File: src/rtl/cosPkg.sv
package cosPkg;
  localparam int OFF_RAW  = 'h00;
  localparam int OFF_MODE1 = 'h04;
  localparam int OFF_MODE2 = 'h08;
  localparam int OFF_STAT = 'h0C;
  localparam int OFF_CTRL = 'h10;
  localparam int BIT_EN   = 2;
  localparam int BIT_AND  = 1;

  typedef struct packed {
    logic clrStatus;
    logic latchOr;
    logic latchAnd;
  } cosStrobeT;
endpackage

File: src/rtl/cosDatapath.sv
module cosDatapath
  import cosPkg::*;
#(
  parameter int N_PINS = 32,
  parameter int SYNC_STAGES = 2,
  parameter logic [N_PINS-1:0] CH_MASK = '0
) (
  input  logic              clk,
  input  logic              rstN,
  input  logic [N_PINS-1:0] pinsIn,
  input  logic [N_PINS-1:0] mode1,
  input  logic [N_PINS-1:0] mode2,
  input  cosStrobeT         strb,
  output logic [N_PINS-1:0] rawIn,
  output logic [N_PINS-1:0] status,
  output logic              orHit,
  output logic              andMet,
  output logic              selChange
);
  logic [N_PINS-1:0] syncQ [SYNC_STAGES];
  logic [N_PINS-1:0] prevQ;
  logic [N_PINS-1:0] curS;
  logic [N_PINS-1:0] hitVec;
  logic [N_PINS-1:0] satVec;
  logic [N_PINS-1:0] selMask;
  logic [N_PINS-1:0] statusQ;

  always_ff @(posedge clk) begin
    if (!rstN) begin
      for (int k = 0; k < SYNC_STAGES; k++) syncQ[k] <= '0;
      prevQ <= '0;
    end else begin
      syncQ[0] <= pinsIn;
      for (int k = 1; k < SYNC_STAGES; k++) syncQ[k] <= syncQ[k-1];
      prevQ <= syncQ[SYNC_STAGES-1];
    end
  end

  assign curS = syncQ[SYNC_STAGES-1];
  assign rawIn = curS;

  for (genvar g = 0; g < N_PINS; g++) begin : g_ch
    assign hitVec[g] = (mode1[g] & curS[g] & ~prevQ[g]) |
                       (mode2[g] & ~curS[g] & prevQ[g]);
    assign satVec[g] = ~(mode1[g] | mode2[g]) | (mode1[g] & mode2[g]) |
                       (mode1[g] & curS[g]) | (mode2[g] & ~curS[g]);
  end

  assign selMask   = (mode1 | mode2) & CH_MASK;
  assign orHit     = |(hitVec & CH_MASK);
  assign andMet    = (|selMask) & (&satVec);
  assign selChange = |((curS ^ prevQ) & selMask);

  always_ff @(posedge clk) begin
    if (!rstN) statusQ <= '0;
    else statusQ <= (strb.clrStatus ? '0 : statusQ) |
                    (strb.latchOr  ? (hitVec & CH_MASK) : '0) |
                    (strb.latchAnd ? selMask : '0);
  end
  assign status = statusQ;


  latch_or_cause_chk: assert property (@(posedge clk) disable iff (!rstN)
    strb.latchOr |-> orHit);


  status_clr_chk: assert property (@(posedge clk) disable iff (!rstN)
    ($past(strb.clrStatus) && !$past(strb.latchOr) && !$past(strb.latchAnd))
      |-> statusQ == '0);
endmodule

File: src/rtl/cosControl.sv
module cosControl
  import cosPkg::*;
#(
  parameter int N_PINS = 32,
  parameter int ADDR_W = 5,
  parameter logic [N_PINS-1:0] CH_MASK = '0
) (
  input  logic              clk,
  input  logic              rstN,
  input  logic              wrEn,
  input  logic              rdEn,
  input  logic [ADDR_W-1:0] addr,
  input  logic [N_PINS-1:0] wrData,
  input  logic              orHit,
  input  logic              andMet,
  input  logic              selChange,
  output cosStrobeT         strb,
  output logic [N_PINS-1:0] mode1,
  output logic [N_PINS-1:0] mode2,
  output logic              ctrlEn,
  output logic              ctrlAnd,
  output logic              irq
);
  localparam logic [ADDR_W-1:0] A_M1   = ADDR_W'(OFF_MODE1);
  localparam logic [ADDR_W-1:0] A_M2   = ADDR_W'(OFF_MODE2);
  localparam logic [ADDR_W-1:0] A_STAT = ADDR_W'(OFF_STAT);
  localparam logic [ADDR_W-1:0] A_CTRL = ADDR_W'(OFF_CTRL);

  logic [N_PINS-1:0] mode1Q, mode2Q;
  logic enQ, andQ, irqQ, armedQ;
  logic wrCtrl, ackClr, fireOr, fireAnd;

  assign wrCtrl  = wrEn && (addr == A_CTRL);
  assign ackClr  = wrCtrl && !wrData[BIT_EN];
  assign fireOr  = enQ && !andQ && orHit;
  assign fireAnd = enQ && andQ && armedQ && andMet;

  always_comb begin
    strb.clrStatus = rdEn && (addr == A_STAT);
    strb.latchOr   = fireOr;
    strb.latchAnd  = fireAnd;
  end

  always_ff @(posedge clk) begin
    if (!rstN) begin
      mode1Q <= '0;
      mode2Q <= '0;
      enQ    <= 1'b0;
      andQ   <= 1'b0;
    end else begin
      if (wrEn && addr == A_M1) mode1Q <= wrData & CH_MASK;
      if (wrEn && addr == A_M2) mode2Q <= wrData & CH_MASK;
      if (wrCtrl) begin
        enQ  <= wrData[BIT_EN];
        andQ <= wrData[BIT_AND];
      end
    end
  end

  always_ff @(posedge clk) begin
    if (!rstN) begin
      irqQ   <= 1'b0;
      armedQ <= 1'b1;
    end else begin
      if (ackClr) irqQ <= 1'b0;
      else if (fireOr || fireAnd) irqQ <= 1'b1;
      if (fireAnd) armedQ <= 1'b0;
      else if (selChange) armedQ <= 1'b1;
    end
  end

  assign mode1   = mode1Q;
  assign mode2   = mode2Q;
  assign ctrlEn  = enQ;
  assign ctrlAnd = andQ;
  assign irq     = irqQ;


  irq_fall_chk: assert property (@(posedge clk) disable iff (!rstN)
    $fell(irqQ) |-> $past(ackClr));


  irq_rise_en_chk: assert property (@(posedge clk) disable iff (!rstN)
    $rose(irqQ) |-> $past(enQ));


  and_rearm_chk: assert property (@(posedge clk) disable iff (!rstN)
    ($rose(irqQ) && $past(andQ)) |-> $past(armedQ));
endmodule

File: src/rtl/cosIrqCtrl.sv
module cosIrqCtrl
  import cosPkg::*;
#(
  parameter int N_PINS = 32,
  parameter int ADDR_W = 5,
  parameter int SYNC_STAGES = 2,
  parameter int CH_LO = 4,
  parameter int CH_HI = 19
) (
  input  logic              clk,
  input  logic              rstN,
  input  logic [N_PINS-1:0] pinsIn,
  input  logic              wrEn,
  input  logic              rdEn,
  input  logic [ADDR_W-1:0] addr,
  input  logic [N_PINS-1:0] wrData,
  output logic [N_PINS-1:0] rdData,
  output logic              irqOut
);
  localparam logic [N_PINS-1:0] CH_MASK =
    ({N_PINS{1'b1}} >> (N_PINS - 1 - CH_HI)) & ({N_PINS{1'b1}} << CH_LO);

  cosStrobeT strb;
  logic [N_PINS-1:0] mode1, mode2, rawIn, status;
  logic orHit, andMet, selChange, ctrlEn, ctrlAnd;

  cosControl #(.N_PINS(N_PINS), .ADDR_W(ADDR_W), .CH_MASK(CH_MASK)) u_ctl (
    .clk(clk), .rstN(rstN), .wrEn(wrEn), .rdEn(rdEn), .addr(addr),
    .wrData(wrData), .orHit(orHit), .andMet(andMet), .selChange(selChange),
    .strb(strb), .mode1(mode1), .mode2(mode2), .ctrlEn(ctrlEn),
    .ctrlAnd(ctrlAnd), .irq(irqOut)
  );

  cosDatapath #(.N_PINS(N_PINS), .SYNC_STAGES(SYNC_STAGES), .CH_MASK(CH_MASK)) u_dp (
    .clk(clk), .rstN(rstN), .pinsIn(pinsIn), .mode1(mode1), .mode2(mode2),
    .strb(strb), .rawIn(rawIn), .status(status), .orHit(orHit),
    .andMet(andMet), .selChange(selChange)
  );

  always_comb begin
    rdData = '0;
    case (int'(addr))
      OFF_RAW:   rdData = rawIn;
      OFF_MODE1: rdData = mode1;
      OFF_MODE2: rdData = mode2;
      OFF_STAT:  rdData = status;
      OFF_CTRL: begin
        rdData[BIT_EN]  = ctrlEn;
        rdData[BIT_AND] = ctrlAnd;
      end
      default:   rdData = '0;
    endcase
  end
endmodule

File: config.mk
export PLATFORM = sky130hd
export DESIGN_NAME = cosIrqCtrl
export DESIGN_NICKNAME = d
export VERILOG_FILES = /design/src/rtl/cosPkg.sv /design/src/rtl/cosDatapath.sv /design/src/rtl/cosControl.sv /design/src/rtl/cosIrqCtrl.sv
export SDC_FILE = /design/constraint.sdc
export NUM_CORES = 1
export LEC_CHECK = 0
export CAP_MARGIN = 20
export CORE_ASPECT_RATIO = 1.5
export CORE_MARGIN = 1
export CORE_UTILIZATION = 59
export DETAILED_ROUTE_END_ITERATION = 10
export GPL_TIMING_DRIVEN = 0
export PLACE_DENSITY_LB_ADDON = 0.3
export SLEW_MARGIN = 25
export SYNTH_ARGS = -nofsm -noshare
export SYNTH_HDL_FRONTEND = slang
export SYNTH_HIERARCHICAL = 1
export SYNTH_SLANG_ARGS = --single-unit
File: constraint.sdc
create_clock -name clk -period 5.45 [get_ports clk]
set_clock_uncertainty 0.1 [all_clocks]
set_input_delay 0.545 -clock clk [delete_from_list [all_inputs] [get_ports clk]]
set_output_delay 0.545 -clock clk [all_outputs]
set_load 0.03 [all_outputs]
# Yosys cells after proc, flatten, opt, wreduce, memory -nomap -nowiden
# Memory sizes are Yosys's and may differ from the RTL's.
# Index checks and enable logic that the tools add are counted.
[totals]
regBits = 100
latchBits = 0
ramBits = 64
mem_bits_ro = 0
out_inout_bits = 33
memories = 1
[op_classes]
add_sub_neg = 0
multipliers = 0
div = 0
magnitude_cmp = 0
n_eq_ne = 4
shifts = 0
mux = 12
n_bitwise = 217
reduce_logical = 20
[memory_table]
columns = ["memory", "depth", "width", "rd", "rd_ports_with_merged_regs", "wr", "line", "text"]
rows = [
  ["u_dp.syncQ", 2, 32, 2, 0, 2, "cosDatapath.sv:20", "logic [N_PINS-1:0] syncQ [SYNC_STAGES];"],
]
[op_table]
columns = ["operator", "n"]
rows = [
  ["$pmux 29 s4", 1],
  ["$mux 32", 3],
  ["$or 1x1->1", 82],
  ["$and 1x1->1", 81],
  ["$or 32x32->32", 2],
  ["$not 1->1", 49],
  ["$mux 20", 2],
  ["$and 32x20->32", 1],
  ["$reduce_or 16->1", 2],
  ["$reduce_or 32->1", 1],
  ["$xor 32x32->32", 1],
  ["$or 20x20->20", 1],
  ["$reduce_and 16->1", 1],
  ["$eq 5x4->1 const B", 2],
  ["$logic_and 1x1->1", 10],
  ["$pmux 2 s3", 1],
  ["$eq 5x3->1 const B", 1],
  ["$eq 5x5->1 const B", 1],
  ["$logic_not 5->1", 1],
  ["$mux 1", 4],
  ["$logic_not 1->1", 2],
  ["$pmux 1 s2", 1],
  ["$reduce_bool 2->1", 1],
  ["$reduce_or 2->1", 1],
  ["$logic_or 1x1->1", 1],
]

# Longest topological paths before layout
# Gate-level depths: netlist of run 1.
[depth]
depth_word = 10
mapped_depth = 12

# Modules after synthesis
# The synthesis of run 1 kept the hierarchy.
[modules_own_cells]
columns = ["mod", "n_inst", "cells_each", "area_each_um2"]
rows = [
  ["cosDatapath", 1, 503, 4628.2],
  ["cosControl", 1, 181, 1679.1],
  ["cosIrqCtrl", 1, 81, 1073.5],
]

# Worst setup path after synthesis of run 1
# No wires, ideal clock.
[synth_path]
path_kind = "input-to-output"
startpoint = "input addr[1]"
endpoint = "output rdData[1]"
arrival_time_ns = 1.872
setup_slack_ns = 2.933
stages = 3
path_buffers = 1
path_cell_list = "or3_4 > clkbuf_1 > o21ai_0"
[synth_via]
elab_chain_len = 2
elab_cells_between_ends = 4
classes_between = "eq/ne: 2; mux: 1; reduce/logical: 1"
[synth_rtl]
columns = ["element", "line", "text"]
rows = [
  ["start, declared", "cosIrqCtrl.sv:15", "input logic [ADDR_W-1:0] addr,"],
  ["$eq 5x5->1, or another cell as far along", "cosIrqCtrl.sv:42", "case (int'(addr))"],
  ["$pmux 2 s3 (*)", "cosIrqCtrl.sv:42", ""],
  ["end, declared", "cosIrqCtrl.sv:17", "output logic [N_PINS-1:0] rdData,"],
]
# Mark *: on every way between the ends. The rest lies on a longest branch, timed or not.

# Final worst setup path of run 1
[layout_path]
startpoint = "input addr[3]"
endpoint = "output rdData[12]"
[layout_via]
elab_chain_len = 2
elab_cells_between_ends = 5
classes_between = "eq/ne: 3; mux: 1; reduce/logical: 1"
[layout_rtl]
columns = ["element", "line"]
rows = [
  ["$eq 5x4->1, or another cell as far along", "cosIrqCtrl.sv:42"],
  ["$pmux 29 s4 (*)", "cosIrqCtrl.sv:42"],
]
# Marks and branches as above.

==> summary.md, run 1 <==
| Metric | Value |
|---|---|
| Post-CTS Hold Fix Bufs | 0 |
| Worst Setup End Kind | primary output |
| Slew HR | 43.9% |
| Hold path start | u_dp/syncQ[0][10] |
| Buffer and inverter count on the worst path | 4 |
| Worst-Skew Late Latency | 0.42 ns |
| Setup violations, final | 0 |
| Total number of yosys warnings | 6 |
| Comb power frac | a little over a tenth |
| Seq/Total Area, Yosys | ~36% |
| Crit path launch type | input pin |
| PortBufs | 90 |
| Crit-path cells | clkdlybuf4s50_1, clkbuf_1, buf_2, mux4_2, nor2b_1, clkdlybuf4s50_1 |
| Max rail drop VDD | between 0.0002 and 0.00025 V |
| Die W | ~93 µm |
| Vias in the first global route | approximately 6,200 |
| Post-DP HPWL | between 10,000 and 15,000 µm |
| Final Non-Filler Cells | around 1,100 |
| FILL cells | ~850 |
| Syn Inst Count | ~770 |
| First-pass GRT wire length | between 30,000 and 40,000 µm |
| PostCTS Resize Cnt | 0 |
| Clock network power share | 48.8% |
| CTS sink count | between 100 and 150 |
| Nets | 1,009 |
| Max H-tree Level | 4 |
| Final Hold Vio Count | 0 |
| CP max FO | 10 |
| Min-delay worst type | reg -> reg |
| Routed vias | 6,027 |
| NetSw | 0.570 mW |
| Total GRT Usage | between 30% and 40% |
| IO Pins | between 100 and 150 |
| DP Worst Slack | 1.86 ns |
| Post-synth cell types | 52 |
| Routability cong. | ~0.95 |
| Synth Area in Compound Gates | 6.87% |
| XOR/XNOR share of the synthesized area | about 1.1% |
| Placed Area | around 0.0086 mm² |
| Largest family of logic cells by synthesized area | simple AND/OR/NAND/NOR gates |
| Cell area after synthesis | around 0.0074 mm² |
| Adder-cell share of the synthesized area | 2.71% |
| Row count | just under 50 |
| ANT nets after route | 0 |
| DP Cell Count | between 1,000 and 1,500 |
| Slowest stage cell on the critical path | clkdlybuf4s50_1 |
| Cell mode on critical path | clkdlybuf4s50_1 |
| Clk buf depth | 2 |
| WL final | around 20,000 µm |
| Top_reg_cell synth | dfxtp_1 |
| Critical Path RT | ~4.8 ns |
| Setup Buffers After CTS | 0 |
| CP top delay family | buffers and inverters |
| Slew Limit Fails | 0 |
| Reg-to-reg slack, setup | 2.17 ns |
| Post-synth EDFFs | 0 |
| CP arrival | 3.01 ns |
| Vias per cell | between 5 and 6 |
| Area growth syn-to-layout | 25.7% |
| Post-route setup slack | 1.80 ns |
| Synth Area in Simple Gates | 23.0% |
| Antenna fix cells | 0 |
| CTS tree | done |
| Internal power | 1.94 mW |
| CTS Buf Count | 17 |
| Setup_tns | 0 ns |
| Iter 0 DRT Violations | between 300 and 400 |
| RSZ-0062 raised after global routing | false |
| Die height | 139 µm |
| Hold depth | 1 |
| Synthesized area per cell | 9.65 µm² |
| DR DRC count | 0 |
| Initial Util | 61.1% |
| Crit Path Class | in -> out |
| First-pass DRT Iterations | 5 |
| Switching part of the total | between 20 and 25% |
| Layout cells sized above 1 | approximately 18% |
| R2R Path Start | u_ctl/mode1[15] |
| Post-synthesis mux area share | 16.6% |
| Yosys reg bits | around 130 |
| Crit-path max cell delay | 0.63 ns |
| Clk root buf | clkbuf_16 |
| WL/cell | around 19 µm |
| Largest net degree at the start of global routing | 17 |
| Max-cap violation count | 0 |
| Lkg Pwr | roughly 4.0 nW |
| P per Cell Area | ~270 mW/mm² |
| Die area | ~0.013 mm² |
| Hold Path Sink | u_dp/syncQ[0][42] |
| Core box area | 0.0121 mm² |
| Final worst-path cycle share | 67.1% |
| Initial antenna violation count | 0 |
| Register-to-Register Path Depth | 12 |
| Worst slew pin tran | 0.842 ns |
| Fin crit period | between 3 and 4 ns |
| Status | completed |
| Worst r2r dst | u_dp/status[8] |
| GRT Residual Overflow | 0 |
| Peak Freq | roughly 270 MHz |
| Reg power frac | approximately two fifths |
| Final instance area | approximately 0.0093 mm² |
| Async SR Flop Fraction | 0% |
| CTS clk-pin slew, worst paths | around 0.060 ns |
-- routing by layer --
| metal | GRT usage, % | wire [µm] |
|---|---|---|
| met2 | 60.4 | 10900 |
| met1 | 33.7 | 7400 |
| met4 | 16.8 | 963 |
| met3 | 5.87 | 977 |
| met5 | 0 | 0 |
-- worst reg2reg max path, cell delays in order, from the launching register on --
cell      delay, ns
dfxtp_1        0.41
inv_1          0.07
ha_1           0.31
a221oi_2       0.29
and4_1         0.26
nand4_1        0.18
nor4_2         0.18
and4_1         0.28
buf_4          0.18
clkbuf_1       0.49
a22oi_1        0.20
o21ai_0        0.12
and2_1         0.15
-- placed cells by master, fill, tap and decap left out, types with 10 or more instances in the layout --
cell             instances
clkdlybuf4s50_1         90
mux4_2                  29
mux2i_1                 49
clkbuf_1                22
a222oi_1                10
buf_4                   83
nor2b_1                 61
conb_1                  48
inv_1                   53
nand2_1                 64
nand3b_1                18
and2_1                  85
a22oi_1                 15
ha_1                    16
o21ai_0                 19
clkbuf_16               17
dfxtp_1                132
-- registers in the layout, indices dropped and copies added (netlist names) --
| name | cells |
|---|---|
| u_dp/syncQ | 64 |
| u_ctl/mode1 | 16 |
| u_ctl/mode2 | 16 |
| u_dp/prevQ | 16 |
| u_dp/status | 16 |
| u_ctl/armedQ | 1 |
| u_ctl/ctrlAnd | 1 |
| u_ctl/ctrlEn | 1 |
| u_ctl/irq | 1 |
-- synth_stat cells, types with 3 or more instances --
| library cell | count | area share, % |
|---|---|---|
| inv_1 | 53 | 2.7 |
| o22ai_1 | 9 | 0.76 |
| nand2b_1 | 8 | 0.68 |
| buf_4 | 83 | 8.4 |
| mux2i_1 | 49 | 6.6 |
| mux4_2 | 29 | 8.8 |
| a221oi_1 | 3 | 0.36 |
| nand3b_1 | 18 | 1.8 |
| nand4_1 | 8 | 0.68 |
| nor3b_1 | 8 | 0.81 |
| clkbuf_1 | 21 | 1.1 |
| o21ai_0 | 19 | 1.3 |
| and4_1 | 3 | 0.36 |
| and2_1 | 85 | 7.2 |
| xnor2_1 | 9 | 1.1 |
| buf_6 | 3 | 0.46 |
| mux4_1 | 3 | 1.1 |
| nand2_1 | 64 | 3.3 |
| a222oi_1 | 10 | 1.4 |
| buf_2 | 4 | 0.27 |
| nor4_1 | 6 | 0.51 |
| a21oi_1 | 3 | 0.20 |
| a22oi_1 | 15 | 1.5 |
| buf_12 | 3 | 0.81 |
| dfxtp_1 | 132 | 36 |
| nand3_1 | 4 | 0.27 |
| ha_1 | 16 | 2.7 |
| nor2_1 | 9 | 0.46 |
| nor2b_1 | 61 | 5.2 |
-- power by group through the flow --
| stage | registers [mW] | logic [mW] | clock network, mW |
|---|---|---|---|
| final | 1.01 | 0.274 | 1.22 |
| after CTS | 1.01 | 0.263 | 1.23 |
| after detailed placement | 1.03 | 0.262 | 0 |
| after floorplan | 1.03 | 0.175 | 0 |
| after global routing | 1.01 | 0.291 | 1.28 |
| after global placement | 1.03 | 0.257 | 0 |
-- kinds of logic (layout without fill, tap and decap cells) --
| logic type | count (synthesis) | count (layout) |
|---|---|---|
| DFF | 132 | 132 |
| muxes | 81 | 81 |
| other | 2 | 48 |
| adders and majority gates | 16 | 16 |
| xor gates and xnor gates | 9 | 9 |
| buffers and inverters | 169 | 291 |
| and+or+nand+nor | 288 | 288 |
| AOI/OAI and AO/OA | 68 | 68 |
-- layout make-up --
| cell class | count | area (µm²) | area share [%] |
|---|---|---|---|
| sequential | 132 | 2640 | 28.5 |
| buffer | 115 | 820 | 8.83 |
| clock buffer | 20 | 457 | 4.92 |
| multi-input combinational | 510 | 3890 | 41.9 |
| clock inverter | 12 | 178 | 1.91 |
| inverter | 54 | 203 | 2.18 |
| tap | 153 | 191 | 2.06 |
| timing repair buffer | 90 | 901 | 9.71 |
-- through the flow --
step	total power, mW	util [%]	hold slack, ns
2_1_floorplan	1.20	-	0.312
5_1_grt	2.59	76.8	0.339
6_report	2.51	76.8	0.333
3_3_place_gp	1.29	71.6	0.316
4_1_cts	2.51	76.8	0.334
3_5_place_dp	1.29	71.6	0.318
-- worst max-delay path by stage --
| stage | slack, ns | to | start | cells after the start |
|---|---|---|---|---|
| 2_1_floorplan | 2.93 | rdData[1] | addr[1] | 3 |
| 3_3_place_gp | 1.93 | rdData[14] | addr[1] | 5 |
| 3_5_place_dp | 1.86 | rdData[16] | addr[3] | 6 |
| 4_1_cts | 1.81 | rdData[12] | addr[3] | 6 |
| 5_1_grt | 1.74 | rdData[8] | addr[3] | 6 |
| 6_report | 1.80 | rdData[12] | addr[3] | 6 |
Note: power is estimated with default switching activity, not from simulation.
==> run 2, diff against run 1 <==
--- a/config.mk
+++ b/config.mk
@@ -8,7 +8,7 @@
 export CAP_MARGIN = 20
 export CORE_ASPECT_RATIO = 1.5
 export CORE_MARGIN = 1
-export CORE_UTILIZATION = 59
+export CORE_UTILIZATION = 55
 export DETAILED_ROUTE_END_ITERATION = 10
 export GPL_TIMING_DRIVEN = 0
 export PLACE_DENSITY_LB_ADDON = 0.3
==> constraint.sdc (replaced) <==
create_clock -name clk -period 3.5 [get_ports clk]
set_clock_uncertainty 0.1 [all_clocks]
set_input_delay 0.35 -clock clk [delete_from_list [all_inputs] [get_ports clk]]
set_output_delay 0.35 -clock clk [all_outputs]
set_load 0.03 [all_outputs]
==> run 2 against run 1 <==
Compared with the run above:
- global-route usage down 3.7 points
- hold slack worse by 0.093 ns
- critical path depth unchanged
- sequential cell count unchanged
- die area up 7.1%
- clock power up 44%
- cell count up 0.46%
- first-iteration DRC count up 18%
==> summary.md, run 2 (synthesis gave the netlist of run 1 again) <==
| Metric | Value |
|---|---|
| Status | completed |
| Post-DP HPWL | approximately 14,000 µm |
| Placed Area | just under 0.009 mm² |
| Max H-tree Level | 4 |
| CP arrival | approximately 2.8 ns |
| Die height | between 100 and 150 µm |
| Min-delay worst type | in -> reg |
| Global-route track usage on met3 | about 5.4% |
| Final worst-path cycle share | 91.7% |
| Nets | around 1,000 |
| Peak Freq | 312 MHz |
| Slew Limit Fails | 0 |
| Buffer and inverter count on the worst path | 4 |
| Layout cells sized above 1 | 17.6% |
| Max rail drop VDD | between 0.0003 and 0.0004 V |
| Routed vias | slightly below 6,000 |
| Top reg by flops | u_dp/syncQ |
| Critical Path RT | 3.05 ns |
| CP top delay family | buffers and inverters |
| Setup violations, final | 0 |
| Area growth syn-to-layout | 25.0% |
| Row count | 51 |
| Largest register FFs | 64 |
| Switching part of the total | 24.3% |
| CP max FO | 10 |
| CTS sink count | 132 |
| Die area | 0.0139 mm² |
| Die W | 96.6 µm |
| Internal power | ~2.8 mW |
| Fin crit period | about 3.2 ns |
| CTS clk-pin slew, worst paths | 0.06 ns |
| Comb power frac | ~11% |
| Worst Setup End Kind | primary output |
| Initial antenna violation count | 0 |
| Lkg Pwr | around 4 nW |
| Post-CTS Hold Fix Bufs | 0 |
| Clk buf depth | 2 |
| Core box area | 0.0130 mm² |
| Grt peak-use layer | met2 |
| Setup Buffers After CTS | 0 |
| PostCTS Resize Cnt | 0 |
| Cell mode on critical path | clkdlybuf4s50_1 |
| GRT Residual Overflow | 0 |
| CTS tree | done |
| Clk root buf | clkbuf_16 |
| ANT nets after route | 0 |
| IO Pins | roughly 110 |
| P per Cell Area | 407 mW/mm² |
| DR DRC count | 0 |
| Initial Util | ~57% |
| Crit-path cells | clkdlybuf4s50_1, clkbuf_1, buf_2, mux4_2, nor2b_1, clkdlybuf4s50_1 |
| Setup_tns | 0 ns |
| NetSw | 0.913 mW |
| Antenna fix cells | 0 |
| Final Hold Vio Count | 0 |
| Total GRT Usage | between 20% and 30% |
| PortBufs | 90 |
| DP Cell Count | ~1,100 |
| Final Non-Filler Cells | roughly 1,100 |
| Most frequent cells in the layout | 132 x dfxtp_1, 90 x clkdlybuf4s50_1, 85 x and2_1 |
| Worst-Skew Late Latency | 0.42 ns |
| DP Worst Slack | 0.312 ns |
| Met1 GRT Util | just under 30% |
| Reg power frac | 42.0% |
| Vias per cell | 5.42 |
| Crit path launch type | input pin |
| CTS Buf Count | 17 |
| Max-cap violation count | 0 |
| Clock network power share | between 40% and 50% |
| Largest net degree at the start of global routing | 17 |
| Crit-path max cell delay | 0.72 ns |
| Worst slew pin tran | 0.880 ns |
| Routability cong. | 0.947 |
| First-pass DRT Iterations | 5 |
| Slew HR | approximately two fifths |
| WL/cell | approximately 18 µm |
| Total design power | 3.75 mW |
| Crit Path Class | in -> out |
| RSZ-0062 raised after global routing | false |
| First-pass GRT wire length | just under 30,000 µm |
| Reg-to-reg slack, setup | between 0.3 and 0.4 ns |
| Vias in the first global route | roughly 5,900 |
| Commonest non-fill, non-tap cell in the layout | dfxtp_1 |
| WL final | 19,100 µm |
| Final instance area | ~0.0092 mm² |
| Iter 0 DRT Violations | 469 |
| Slowest stage cell on the critical path | clkdlybuf4s50_1 |
| Post-route setup slack | a little under 0.3 ns |
| Met2 Usage GRT | between 50% and 60% |
==> run 2: cell types whose count changed in the layout (fill, tap and decap cells not counted), sizes merged <==
cell,previous run,this run
bufinv,4,2
clkbuf,41,38
clkinv,6,3
clkinvlp,1,3
inv,55,60
==> run 2: tightest hold or removal path: cells and delay by family <==
| kind | cells | cell delay [ns] |
|---|---|---|
| mux | 1 | 0.06 |
| simple gates | 1 | 0.11 |
| buf+inv | 1 | 0.18 |
==> run 2: metal layers <==
layer | wire, µm | vias to the layer above
met5 | 0 | -
li1 | - | 2806
met1 | 6980 | 2804
met4 | 968 | 0
met2 | 10100 | 235
met3 | 1100 | 69
==> run 2: layout make-up <==
class / count / area, µm²
Buffer: 115 / 820
Clock inverter: 14 / 150
Clock buffer: 17 / 425
Sequential cell: 132 / 2640
Timing Repair Buffer: 90 / 901
Inverter: 54 / 203
Multi-Input combinational cell: 510 / 3890
Fill cell: 1019 / 3790
Tap cell: 159 / 199
==> run 2: path summary, 6_finish.rpt <==
kind	start	to	depth (start not counted)
max	addr[3]	rdData[14]	6
min	rstN	u_ctl/mode2[13]	3
max reg2reg	u_ctl/mode1[16]	u_dp/status[8]	11
min reg2reg	u_dp/syncQ[0][10]	u_dp/syncQ[0][42]	1
==> run 2: stage by stage <==
stage | hold slack, ns | utilization, %
global placement | 0.314 | 66.5
CTS | 0.233 | 70.9
floorplan | 0.312 | -
detailed placement | 0.319 | 66.5
global route | 0.247 | 70.9
finish | 0.239 | 70.9
==> run 2: power by group through the flow <==
| stage | clock network [mW] | logic (mW) | registers, mW |
|---|---|---|---|
| after floorplan | 0 | 0.272 | 1.60 |
| after global placement | 0 | 0.403 | 1.61 |
| after detailed placement | 0 | 0.408 | 1.61 |
| after CTS | 1.77 | 0.410 | 1.57 |
| after global routing | 1.84 | 0.452 | 1.58 |
| final | 1.76 | 0.421 | 1.58 |
